==> config.mk <==
export PLATFORM = sky130hd
export DESIGN_NAME = mdio_frame_master
export DESIGN_NICKNAME = d
export VERILOG_FILES = /design/src/rtl/mdio_pkg.sv /design/src/rtl/mdio_datapath.sv /design/src/rtl/mdio_control.sv /design/src/rtl/mdio_frame_master.sv
export SDC_FILE = /design/constraint.sdc
export NUM_CORES = 1
export LEC_CHECK = 0
export CAP_MARGIN = 40
export CORE_ASPECT_RATIO = 1.5
export CORE_UTILIZATION = 55
export DETAILED_ROUTE_END_ITERATION = 8
export HOLD_SLACK_MARGIN = 0.05
export PLACE_DENSITY = 0.8
export SYNTH_ARGS = -nofsm -noshare
export SYNTH_HDL_FRONTEND = slang
export SYNTH_SLANG_ARGS = --single-unit
==> constraint.sdc <==
create_clock -name clk -period 2.48 [get_ports clk]
set_clock_uncertainty 0.1 [all_clocks]
set_input_delay 0.496 -clock clk [delete_from_list [all_inputs] [get_ports clk]]
set_output_delay 0.496 -clock clk [all_outputs]
set_load 0.005 [all_outputs]
==> src/rtl/mdio_pkg.sv <==
package mdio_pkg;
  typedef struct packed {
    logic load;      // capture a new command into the datapath
    logic shiftTx;   // advance the transmit shifter by one bit
    logic sampleRx;  // take the input pin into the receive shifter
  } ctlStrobe_t;

  typedef enum logic [2:0] {
    S_IDLE, S_DRIVE, S_REL, S_READ, S_TAIL, S_FIN
  } mdioState_t;
endpackage

==> src/rtl/mdio_datapath.sv <==
module mdio_datapath
  import mdio_pkg::*;
#(
  parameter int PRE_BITS = 32,
  parameter int ADDR_W   = 5,
  parameter int DATA_W   = 16,
  parameter int DIV_W    = 16
) (
  input  logic              clk,
  input  logic              rstN,
  input  ctlStrobe_t        strb,
  input  logic [DIV_W-1:0]  phaseLen,
  input  logic              cmdRead,
  input  logic [ADDR_W-1:0] cmdPhyAddr,
  input  logic [ADDR_W-1:0] cmdRegAddr,
  input  logic [DATA_W-1:0] cmdWrData,
  input  logic              mdi,
  output logic              tick,
  output logic              mdo,
  output logic [DATA_W-1:0] rdData
);
  localparam int FRAME_W = PRE_BITS + 4 + 2*ADDR_W + 2 + DATA_W;

  logic [DIV_W-1:0]   phaseCnt;
  logic [DIV_W-1:0]   lenM1;
  logic [FRAME_W-1:0] txShift;
  logic [DATA_W-1:0]  rxShift;

  assign lenM1 = (phaseLen == '0) ? '0 : phaseLen - 1'b1;
  assign tick  = (phaseCnt == '0);

  // phase timer: reloads on a new command and at the end of every phase
  always_ff @(posedge clk) begin
    if (!rstN)                      phaseCnt <= '0;
    else if (strb.load || tick)     phaseCnt <= lenM1;
    else                            phaseCnt <= phaseCnt - 1'b1;
  end

  // transmit image: preamble, start, opcode, addresses, turnaround, data
  always_ff @(posedge clk) begin
    if (!rstN)
      txShift <= '0;
    else if (strb.load)
      txShift <= {{PRE_BITS{1'b1}}, 2'b01, (cmdRead ? 2'b10 : 2'b01),
                  cmdPhyAddr, cmdRegAddr, 2'b10, cmdWrData};
    else if (strb.shiftTx)
      txShift <= {txShift[FRAME_W-2:0], 1'b0};
  end

  always_ff @(posedge clk) begin
    if (!rstN || strb.load) rxShift <= '0;
    else if (strb.sampleRx) rxShift <= {rxShift[DATA_W-2:0], mdi};
  end

  assign mdo    = txShift[FRAME_W-1];
  assign rdData = rxShift;
endmodule

==> src/rtl/mdio_control.sv <==
module mdio_control
  import mdio_pkg::*;
#(
  parameter int PRE_BITS = 32,
  parameter int ADDR_W   = 5,
  parameter int DATA_W   = 16
) (
  input  logic       clk,
  input  logic       rstN,
  input  logic       cmdValid,
  input  logic       cmdRead,
  input  logic       tick,
  output ctlStrobe_t strb,
  output logic       mdc,
  output logic       mdoEn,
  output logic       busy,
  output logic       done
);
  localparam int FRAME_W = PRE_BITS + 4 + 2*ADDR_W + 2 + DATA_W;
  localparam int RD_BITS = FRAME_W - 2 - DATA_W;
  localparam int CNT_W   = $clog2(FRAME_W);

  mdioState_t       state, stateN;
  logic [1:0]       phase, phaseN;
  logic [CNT_W-1:0] bitCnt, cntN;
  logic             isReadQ;
  logic             mdcN, enN;

  always_comb begin
    stateN = state;
    phaseN = phase;
    cntN   = bitCnt;
    strb   = '0;
    unique case (state)
      S_IDLE: if (cmdValid) begin
        strb.load = 1'b1;
        stateN    = S_DRIVE;
        phaseN    = '0;
        cntN      = cmdRead ? CNT_W'(RD_BITS - 1) : CNT_W'(FRAME_W - 1);
      end
      S_DRIVE: if (tick) begin
        if (phase == 2'd2) begin
          phaseN = '0;
          if (bitCnt == '0) stateN = isReadQ ? S_REL : S_TAIL;
          else begin
            cntN         = bitCnt - 1'b1;
            strb.shiftTx = 1'b1;
          end
        end else phaseN = phase + 2'd1;
      end
      S_REL: if (tick) begin
        if (phase == 2'd2) begin
          stateN = S_READ;
          phaseN = '0;
          cntN   = CNT_W'(DATA_W - 1);
        end else phaseN = phase + 2'd1;
      end
      S_READ: if (tick) begin
        if (phase == 2'd0) begin
          strb.sampleRx = 1'b1;
          phaseN        = 2'd1;
        end else begin
          phaseN = '0;
          if (bitCnt == '0) stateN = S_FIN;
          else              cntN   = bitCnt - 1'b1;
        end
      end
      S_TAIL: if (tick) stateN = S_FIN;
      S_FIN:  stateN = S_IDLE;
      default: stateN = S_IDLE;
    endcase
  end

  // pins are registered from the next state so they never glitch
  assign mdcN = ((stateN == S_DRIVE || stateN == S_REL) && phaseN == 2'd1) ||
                (stateN == S_READ && phaseN == 2'd0);
  assign enN  = (stateN == S_DRIVE);

  always_ff @(posedge clk) begin
    if (!rstN) begin
      state   <= S_IDLE;
      phase   <= '0;
      bitCnt  <= '0;
      isReadQ <= 1'b0;
      mdc     <= 1'b0;
      mdoEn   <= 1'b0;
    end else begin
      state  <= stateN;
      phase  <= phaseN;
      bitCnt <= cntN;
      if (strb.load) isReadQ <= cmdRead;
      mdc    <= mdcN;
      mdoEn  <= enN;
    end
  end

  assign busy = (state != S_IDLE);
  assign done = (state == S_FIN);
endmodule

==> src/rtl/mdio_frame_master.sv <==
module mdio_frame_master
  import mdio_pkg::*;
#(
  parameter int PRE_BITS = 32,
  parameter int ADDR_W   = 5,
  parameter int DATA_W   = 16,
  parameter int DIV_W    = 16
) (
  input  logic              clk,
  input  logic              rstN,
  input  logic [DIV_W-1:0]  phaseLen,
  input  logic              cmdValid,
  input  logic              cmdRead,
  input  logic [ADDR_W-1:0] cmdPhyAddr,
  input  logic [ADDR_W-1:0] cmdRegAddr,
  input  logic [DATA_W-1:0] cmdWrData,
  output logic [DATA_W-1:0] rdData,
  output logic              done,
  output logic              busy,
  output logic              mdc,
  output logic              mdo,
  output logic              mdoEn,
  input  logic              mdi,
  output logic [3:0]        pinImage
);
  ctlStrobe_t strb;
  logic       tick;

  mdio_control #(.PRE_BITS(PRE_BITS), .ADDR_W(ADDR_W), .DATA_W(DATA_W)) u_ctl (
    .clk(clk), .rstN(rstN), .cmdValid(cmdValid), .cmdRead(cmdRead),
    .tick(tick), .strb(strb), .mdc(mdc), .mdoEn(mdoEn), .busy(busy), .done(done)
  );

  mdio_datapath #(.PRE_BITS(PRE_BITS), .ADDR_W(ADDR_W), .DATA_W(DATA_W),
                  .DIV_W(DIV_W)) u_dp (
    .clk(clk), .rstN(rstN), .strb(strb), .phaseLen(phaseLen),
    .cmdRead(cmdRead), .cmdPhyAddr(cmdPhyAddr), .cmdRegAddr(cmdRegAddr),
    .cmdWrData(cmdWrData), .mdi(mdi), .tick(tick), .mdo(mdo), .rdData(rdData)
  );

  assign pinImage = {mdi, mdo, mdoEn, mdc};
endmodule

# [Word level (Yosys, flattened, before mapping)]
# Index checks and enable logic that the tools add are counted.
[word_totals] register_bits=110 in_bits=47 out_inout_bits=25 elab_cells=93
[op_classes] n_addsub=4 n_eq_ne=17 n_mux=42 bitwise_logic=1 reduce_logical=19
[op_table] op="64-bit 2-to-1 mux" n=2
[op_table] op="6-bit 2-to-1 mux" n=8
[op_table] op="3-bit 2-to-1 mux" n=11
[op_table] op="16-bit zero test" n=2
[op_table] op="16-bit 2-to-1 mux" n=2
[op_table] op="16-bit by 1-bit subtractor with 16-bit output (second input constant)" n=2
[op_table] op="6-bit case mux with 4 select lines" n=1
[op_table] op="3-bit case mux with 5 select lines" n=1
[op_table] op="3-bit by 2-bit == test with 1-bit output (second input constant)" n=4
[op_table] op="1-bit 2-to-1 mux" n=10
[op_table] op="2-bit 2-to-1 mux" n=5
[op_table] op="2-bit by 1-bit != test with 1-bit output (second input constant)" n=5
[op_table] op="8-bit AND reduction" n=1
[op_table] op="3-bit by 1-bit == test with 1-bit output (second input constant)" n=2
[op_table] op="3-bit == test (second input constant)" n=2
[op_table] op="6-bit zero test" n=1
[op_table] op="2-bit case mux with 3 select lines" n=1
[op_table] op="6-bit by 1-bit subtractor with 6-bit output (second input constant)" n=1
[op_table] op="5-bit 2-to-1 mux" n=1
[op_table] op="2-bit zero test" n=2
[op_table] op="1-bit logical OR" n=4
[op_table] op="2-bit != test (second input constant)" n=2
[op_table] op="4-bit nonzero test" n=1
[op_table] op="2-bit OR reduction" n=2
[op_table] op="other kinds (9)" n=10

# [Longest topological paths before layout]
# Gate-level depths: netlist (run 1).
[depth] ltp_word=9 ltp_mapped=10 ltp_nobuf=8

# [Hierarchy]
# From an unflattened synthesis (run 1), not the netlist that was laid out.
[unflattened] hier_cells=593 area_unflattened_um2=5526.6
[modules_own_cells] module="mdio_datapath" n_inst=1 cells_per_inst=468 area_each_um2=4510.6 seq_area_each_um2=1921.8
[modules_own_cells] module="mdio_control" n_inst=1 cells_per_inst=121 area_each_um2=985.9 seq_area_each_um2=280.3
[modules_own_cells] module="mdio_frame_master" n_inst=1 cells_per_inst=4 area_each_um2=30.0 seq_area_each_um2=0.0

# [Worst setup path after synthesis (run 1)]
# OpenSTA, ideal clock, no wires.
[synth_path] kind="input -> register" startpoint="input phaseLen[0]" endpoint="register u_dp.phaseCnt[10]" setup_time_ns=0.128 t_arrival_ns=2.006 t_required_ns=2.252 setup_slack_ns=0.246 cell_stages=8 path_buffers=1 cell_sequence="inv_1 > ha_1 > nor3b_1 > nand3_1 > o21ai_1 > buf_2 > a2bb2oi_1 > nor2_1"
[synth_via] elab_chain_len=3 word_cells_on_any_way=4 classes_between="add/sub (1); mux (2); reduce/logical (1)"
[synth_lines] item="from (decl)" line_no="mdio_frame_master.sv:11" text="input logic [DIV_W-1:0] phaseLen,"
[synth_lines] item="16-bit by 1-bit subtractor with 16-bit output / 16-bit zero test (equally long branches)" line_no="mdio_datapath.sv:29" text="assign lenM1 = (phaseLen == '0) ? '0 : phaseLen - 1'b1;"
[synth_lines] item="16-bit 2-to-1 mux *" line_no="mdio_datapath.sv:29"
[synth_lines] item="16-bit 2-to-1 mux *" line_no="mdio_datapath.sv:35" text="else if (strb.load || tick) phaseCnt <= lenM1;"
[synth_lines] item="to (signal assigned)" line_no="mdio_datapath.sv:35"
[synth_lines] item="to (signal assigned)" line_no="mdio_datapath.sv:36" text="else phaseCnt <= phaseCnt - 1'b1;"
[synth_lines] item="to (decl)" line_no="mdio_datapath.sv:24" text="logic [DIV_W-1:0] phaseCnt;"
# Mark *: on every way between the ends. The rest lies on a longest branch, timed or not.
# A chain may end at the register's enable or synchronous reset.

# [Worst setup path in the final report (run 1)]
[layout_path] startpoint="register u_dp.phaseCnt[0]" endpoint="register u_dp.phaseCnt[12]"
[layout_via] elab_chain_len=3 word_cells_on_any_way=4 classes_between="add/sub (1); mux (1); reduce/logical (2)"
[layout_lines] item="branches (longest 2 deep; another with 16-bit by 1-bit subtractor with 16-bit output)"
[layout_lines] item="16-bit 2-to-1 mux *" line_no="mdio_datapath.sv:35"
# Mark *: on every way between the ends.

==> results.md, run 1 <==
* CP startpoint kind: flip-flop
* Slew Limit Fails at 0
* Initial antenna violation count at 0
* Register bit total from synthesis at 110
* Comb pwr share at a little under a quarter
* Fraction of registers with async set/reset at 0%
* Switch share at ~29%
* Die ar. at about 0.0098 sq mm
* Worst-path maximum fanout at 6
* Leak pwr at 2.38 nW
* Period utilization at a little over nine tenths
* Gr ovfl total at 0
* Clock Path Buffers at 2
* Filler cells at 692
* Final setup margin at approximately 130 ps
* WP data required at 2600 ps
* End of the critical path: u_dp.phaseCnt[12]$_SDFF_PN0_
* Top cell type by total area after synthesis: dfxtp_1
* RSZ-0062 raised after global routing: no
* Setup WS pre-CTS at -196 ps
* Hold crit path type: flip-flop to flip-flop
* Reg-to-reg slack, setup at roughly 130 ps
* Most frequent cell after synthesis: dfxtp_1
* Design Area, Final at approximately 0.0064 sq mm
* DRC at 0
* Vias per cell at 5.85
* Mean Syn Cell Area at between 8 and 9 sq um
* Top-area cell type share of the netlist area at 42.7%
* Die W at between 80 and 90 um
* Most frequent cells after synthesis: dfxtp_1, nand2_1, nor3_1
* EDFF count, synth at 0
* Core ar. at between 0.008 and 0.009 sq mm
* Met2 wire length at around 6.8 mm
* HPWL Detailed at 8.75 mm
* Starting density of the core at around 57%
* Detailed Routing Iterations Pass 1 at 5
* Largest net degree at the start of global routing at 70
* Flop pwr share at between 40% and 50%
* Cts bufs inserted at 9
* Power Density at a little over 700 mW/mm^2
* Hold_buf cts at 0
* Via count at about 4900
* Clk_lat worst skew at 350 ps
* Max cap viols at 0
* Num ports at 72
* Internal power at between 3 and 4 mW
* Sink Count at 110
* IO Port Bufs at 71
* Post-synth net total at around 690
* Worst EP arrival at ~2500 ps
* Worst slew pin tran at between 400 and 500 ps
* Synth Cell Area at slightly above 0.005 sq mm
* CP endpoint kind: flip-flop
* Routed wire per std cell at 15.1 um
* Ys Warns at 0
* Post-DRT Antenna Nets at 0
* Area grow syn2layout at 25.0%
* Final nets at approximately 770
* Final hold viol count at 0
* CTS root buf: clkbuf_16
* Outcome: complete, no violations
* Maximum clock rate at roughly 430 MHz
* Clock share of power at 32.0%
* RR Endpoint: u_dp.phaseCnt[12]$_SDFF_PN0_
* Post-synthesis sequential area ratio at between 40% and 50%
* CTS H-tree lvls at 3
* Largest cells by area after synthesis: dfxtp_1, nor3_1, nand2_1
* WS Path Type: flip-flop to flip-flop
* Syn Inst Count at 636
* Worst r2r src: u_dp.phaseCnt[0]$_SDFF_PN0_
* Hold path startpoint: u_dp.txShift[16]$_SDFFE_PP0P_
* Ys flop type: dfxtp_1
* First-pass GRT wire length at 20.6 mm
* Total Power at around 4.5 mW
* Metal-1 WL at ~4.9 mm
* Worst-case reg-to-reg path depth at 9
* Final Setup Violations at 0
* Highest routed layer: met4
* Net Sw Power at approximately 1.3 mW
* Layout cells sized above 1 at a little under an eighth
* Worst vdd ir at 476 uV
* Vias in the first global route at 4627
* Metal3 WL at around 500 um
* Iter 0 DRT Violations at between 300 and 400
* Tot GR Track Use at a little over a quarter
* Placed cell area at about 0.006 sq mm
* CTS tree: done
* Row cnt at 42
* Library cells used by synthesis at just under 60
* Period minus WS final at roughly 2300 ps
* Routed wire length at 12.6 mm
* # diodes at 0
* Worst-path clk slew at 70 ps
* Worst Setup SP: u_dp.phaseCnt[0]$_SDFF_PN0_
* GPL Wtd Cong at approximately 0.86
* Die height at between 100 and 150 um
* Slew margin rel. at between 60% and 70%
worst min-delay path by stage:
stage,endpoint,slack [ps],cells past startpoint
floorplan,u_dp.txShift[16]$_SDFFE_PP0P_,330,2
global route,u_dp.txShift[4]$_SDFFE_PN0P_,380,2
global placement,u_dp.rdData[15]$_SDFFE_PP0P_,340,2
finish,u_dp.txShift[16]$_SDFFE_PP0P_,350,2
CTS,u_dp.txShift[16]$_SDFFE_PP0P_,360,2
detailed placement,u_dp.txShift[16]$_SDFFE_PP0P_,350,2
worst max-delay path, cell delays in order (launching register included):
cell       delay, ps
dfxtp_1          330
inv_1             80
ha_2             220
nor2b_2          160
nand2_1          110
buf_4            200
or4_2            630
xnor2_1          160
a2bb2oi_1        180
nor2_1            50
repair_timing:
item | 4_1_cts | 5_1_grt
resized for setup | 0 | 7
buffers inserted | 0 | 1
endpoints found under the setup margin | 0 | 17
layer usage:
metal | up-vias | GRT usage [%]
li1 | 2404 | -
met1 | 2288 | 30.3
met2 | 141 | 48.3
met3 | 24 | 4.08
met4 | 0 | 11.0
met5 | - | 0
through the flow:
stage	util [%]	hold WS [ps]	cells	TNS [ps]
floorplan	-	332	636	0
detailed placement	68.0	345	813	-1360
global placement	68.0	339	813	-302
global route	71.7	377	830	0
finish	71.7	353	830	0
CTS	71.3	355	829	0
state kept, by name (all words and copies together) (netlist names):
signal,count
u_dp.txShift,64
u_ctl.mdoEn,1
u_ctl.isReadQ,1
u_dp.phaseCnt,16
u_ctl.state,3
u_dp.rdData,16
u_ctl.bitCnt,6
u_ctl.phase,2
u_ctl.mdc,1
cell families (layout without fill, tap and decap cells):
logic type                 after synthesis  count (layout)  synth area share [%]
buffers and inverters                   60             144                  5.92
AOI/OAI and AO/OA                      134             134                  16.9
xor gates and xnor gates                27              27                  4.59
and+or+nand+nor                        300             300                  28.7
muxes                                    1               1                 0.194
DFF                                    110             110                  42.7
adders and majority gates                4               4                 0.971
power groups by stage:
stage | Sequential [mW] | Clock, mW | Combinational (mW)
2_1_floorplan | 2.05 | 0 | 0.675
3_3_place_gp | 2.07 | 0 | 0.975
3_5_place_dp | 2.08 | 0 | 1.00
4_1_cts | 2.04 | 1.47 | 1.02
5_1_grt | 2.07 | 1.55 | 1.13
6_report | 2.05 | 1.45 | 1.03
layout make-up:
class	instances	area [sq um]	share of cell area, %
clock buffer	12	246	3.83
clock inverter	4	52.6	0.816
inverter	13	48.8	0.757
multi-input combinational	466	2680	41.7
sequential	110	2200	34.2
tap	110	138	2.14
timing repair buffer	115	1070	16.6
placed cells by master (no fill, tap or decap), types with 3 or more instances in the layout:
cell type	count
dfxtp_1	109
nand2_1	83
nor3_1	76
clkdlybuf4s50_1	71
nor2_1	70
a21oi_1	58
buf_4	41
a22oi_1	23
nand3_1	17
xnor2_1	14
xor2_1	13
inv_1	12
a2bb2oi_1	10
clkbuf_16	9
nor4_1	8
or3_1	7
o21ai_0	7
a31oi_1	6
a211oi_1	6
nor4_4	4
nand4_1	4
or4_1	4
nor2b_1	3
o211ai_1	3
o31ai_1	3
ha_1	3
No activity file was read; power rests on OpenSTA's default activity.
==> run 2: changes to the inputs <==
- CORE_MARGIN: not set -> 2
- CORE_UTILIZATION: 55 -> 57
- CTS_BUF_LIST: not set -> sky130_fd_sc_hd__clkbuf_4
- PLACE_DENSITY: 0.8 -> 0.83
==> run 2 against run 1 <==
  * Final area fell by 0.85%
  * Global-route usage fell by 1.4 points
  * Sequential power is essentially flat
  * Die area is 0.66% higher
  * Cell count grew 0.12%
  * Register-to-register slack hardly changed
  * Wire length is 3.3% lower
  * Critical path depth is 6 lower
  * Utilization is 0.66 points higher
==> results.md, run 2 (synthesis results as in run 1) <==
* Final Setup Violations at 0
* GPL Wtd Cong at between 0.8 and 0.9
* Period utilization at between 90% and 100%
* Worst-path maximum fanout at 12
* DRC at 0
* Sink Count at between 100 and 150
* Iter 0 DRT Violations at 298
* Die ar. at approximately 0.0098 sq mm
* WP data required at roughly 1900 ps
* Row cnt at 42
* Worst r2r src: u_dp.phaseCnt[10]$_SDFF_PN0_
* Slew Limit Fails at 0
* Vias in the first global route at 4700
* Worst slew pin tran at about 530 ps
* First-pass GRT wire length at roughly 20 mm
* Die W at between 80 and 90 um
* Design Area, Final at about 0.0064 sq mm
* WS Path Type: flip-flop to primary output
* Vias per cell at ~5.9
* Hold_buf cts at 0
* Largest net degree at the start of global routing at 62
* CTS tree: done
* Placed cell area at 0.00617 sq mm
* WHS at between 300 and 400 ps
* Routed wire per std cell at about 15 um
* Flip-flop count of the largest register after layout at 64
* CP endpoint kind: primary output
* Num ports at just over 70
* Final core utilization at 72.3%
* Initial antenna violation count at 1
* Gr ovfl total at 0
* Commonest non-fill, non-tap cell in the layout: dfxtp_1
* Worst EP arrival at approximately 1800 ps
* Maximum clock rate at 410 MHz
* Worst vdd ir at ~410 uV
* Dpl cells at around 810
* HPWL Detailed at 8.60 mm
* Area grow syn2layout at 23.9%
* Clock Path Buffers at 2
* Starting density of the core at around 60%
* Post CTS Setup Buffer Count at 0
* Final hold viol count at 0
* Final nets at 766
* Layout Cells excl Fill at between 800 and 900
* Die height at around 120 um
* Hold path startpoint: u_dp.txShift[19]$_SDFFE_PN0P_
* Layout cells sized above 1 at around an eighth
* Slew margin rel. at 64.7%
* Leak pwr at approximately 2.3 nW
* CTS H-tree lvls at 3
* Cts bufs inserted at 9
* Setup TNS Final at 0 ps
* RSZ-0062 raised after global routing: no
* Worst-path clk slew at approximately 170 ps
* CTS root buf: clkbuf_4
* Biggest register: u_dp.txShift
* Most frequent cells in the layout: dfxtp_1, nand2_1, nor3_1
* Worst Setup SP: u_ctl.state[2]$_SDFF_PN0_
* Post-DRT Antenna Nets at 0
* IO Port Bufs at slightly above 70
* Tot GR Track Use at around a quarter
* Hold crit path type: flip-flop to flip-flop
* Outcome: complete, no violations
* Via count at slightly below 5000
* Routed wire length at approximately 12 mm
* Clk_lat worst skew at between 400 and 500 ps
* Max cap viols at 0
* CP startpoint kind: flip-flop
* Detailed Routing Iterations Pass 1 at 5
* Period minus WS final at between 2000 and 2500 ps
* Power Density at approximately 640 mW/mm^2
* Core ar. at ~0.0088 sq mm
-- run 2: cell count changes in the layout (fill, tap and decap cells not counted), moves of 2 or more --
| cell | previous run | this run |
|---|---|---|
| dfxtp_2 | 1 | 4 |
| clkbuf_16 | 9 | 0 |
| buf_12 | 2 | 6 |
| clkbuf_1 | 2 | 0 |
| clkbuf_4 | 0 | 9 |
| buf_4 | 41 | 37 |
| dfxtp_1 | 109 | 105 |
-- run 2: path summary, 6_finish.rpt --
check / end / slack [ps] / cells after the start
max reg2reg: u_ctl.bitCnt[4]$_SDFFE_PN0P_ / 120 / 6
min reg2reg: u_dp.txShift[19]$_SDFFE_PN0P_ / 370 / 2
min: u_dp.txShift[19]$_SDFFE_PN0P_ / 370 / 2
max: done / 40 / 3
-- run 2: power by group --
group          switching (mW)  total (mW)  internal [mW]
registers               0.140        2.06           1.91
logic                   0.535        1.05          0.517
clock network           0.628       0.952          0.324
-- run 2: critical path, stage by stage, from the launching register on --
cell and delay (ps):
dfxtp_2 500, buf_4 210, and3_1 150, clkdlybuf4s50_1 490
-- run 2: through the flow --
stage               setup slack (ps)  power [mW]
floorplan                        246        2.73
global placement                -147        3.05
detailed placement              -168        3.10
CTS                             19.5        4.03
global route                    1.94        4.25
finish                          42.9        4.06
-- run 2: cell type report --
class	instances	area, sq um
multi-input combinational	466	2710
fill	683	2440
sequential	110	2210
timing repair buffer	115	1120
tap	110	138
clock inverter	7	83.8
clock buffer	9	67.6
inverter	13	52.6
antenna	1	2.50
-- run 2: timing repair --
action / 4_1_cts / 5_1_grt
setup endpoints to repair: 2 / 27
pin swaps: 0 / 2
endpoints found under the hold margin: 0 / 0
resized for setup: 3 / 15
-- run 2: per-layer routing --
layer / GRT usage (%) / vias to the layer above / part of all wire, %
met3: 2.91 / 42 / 4.5
met5: 0 / - / 0
met2: 45.4 / 159 / 53
met1: 27.4 / 2296 / 38
met4: 16.0 / 0 / 3.7
li1: - / 2410 / -
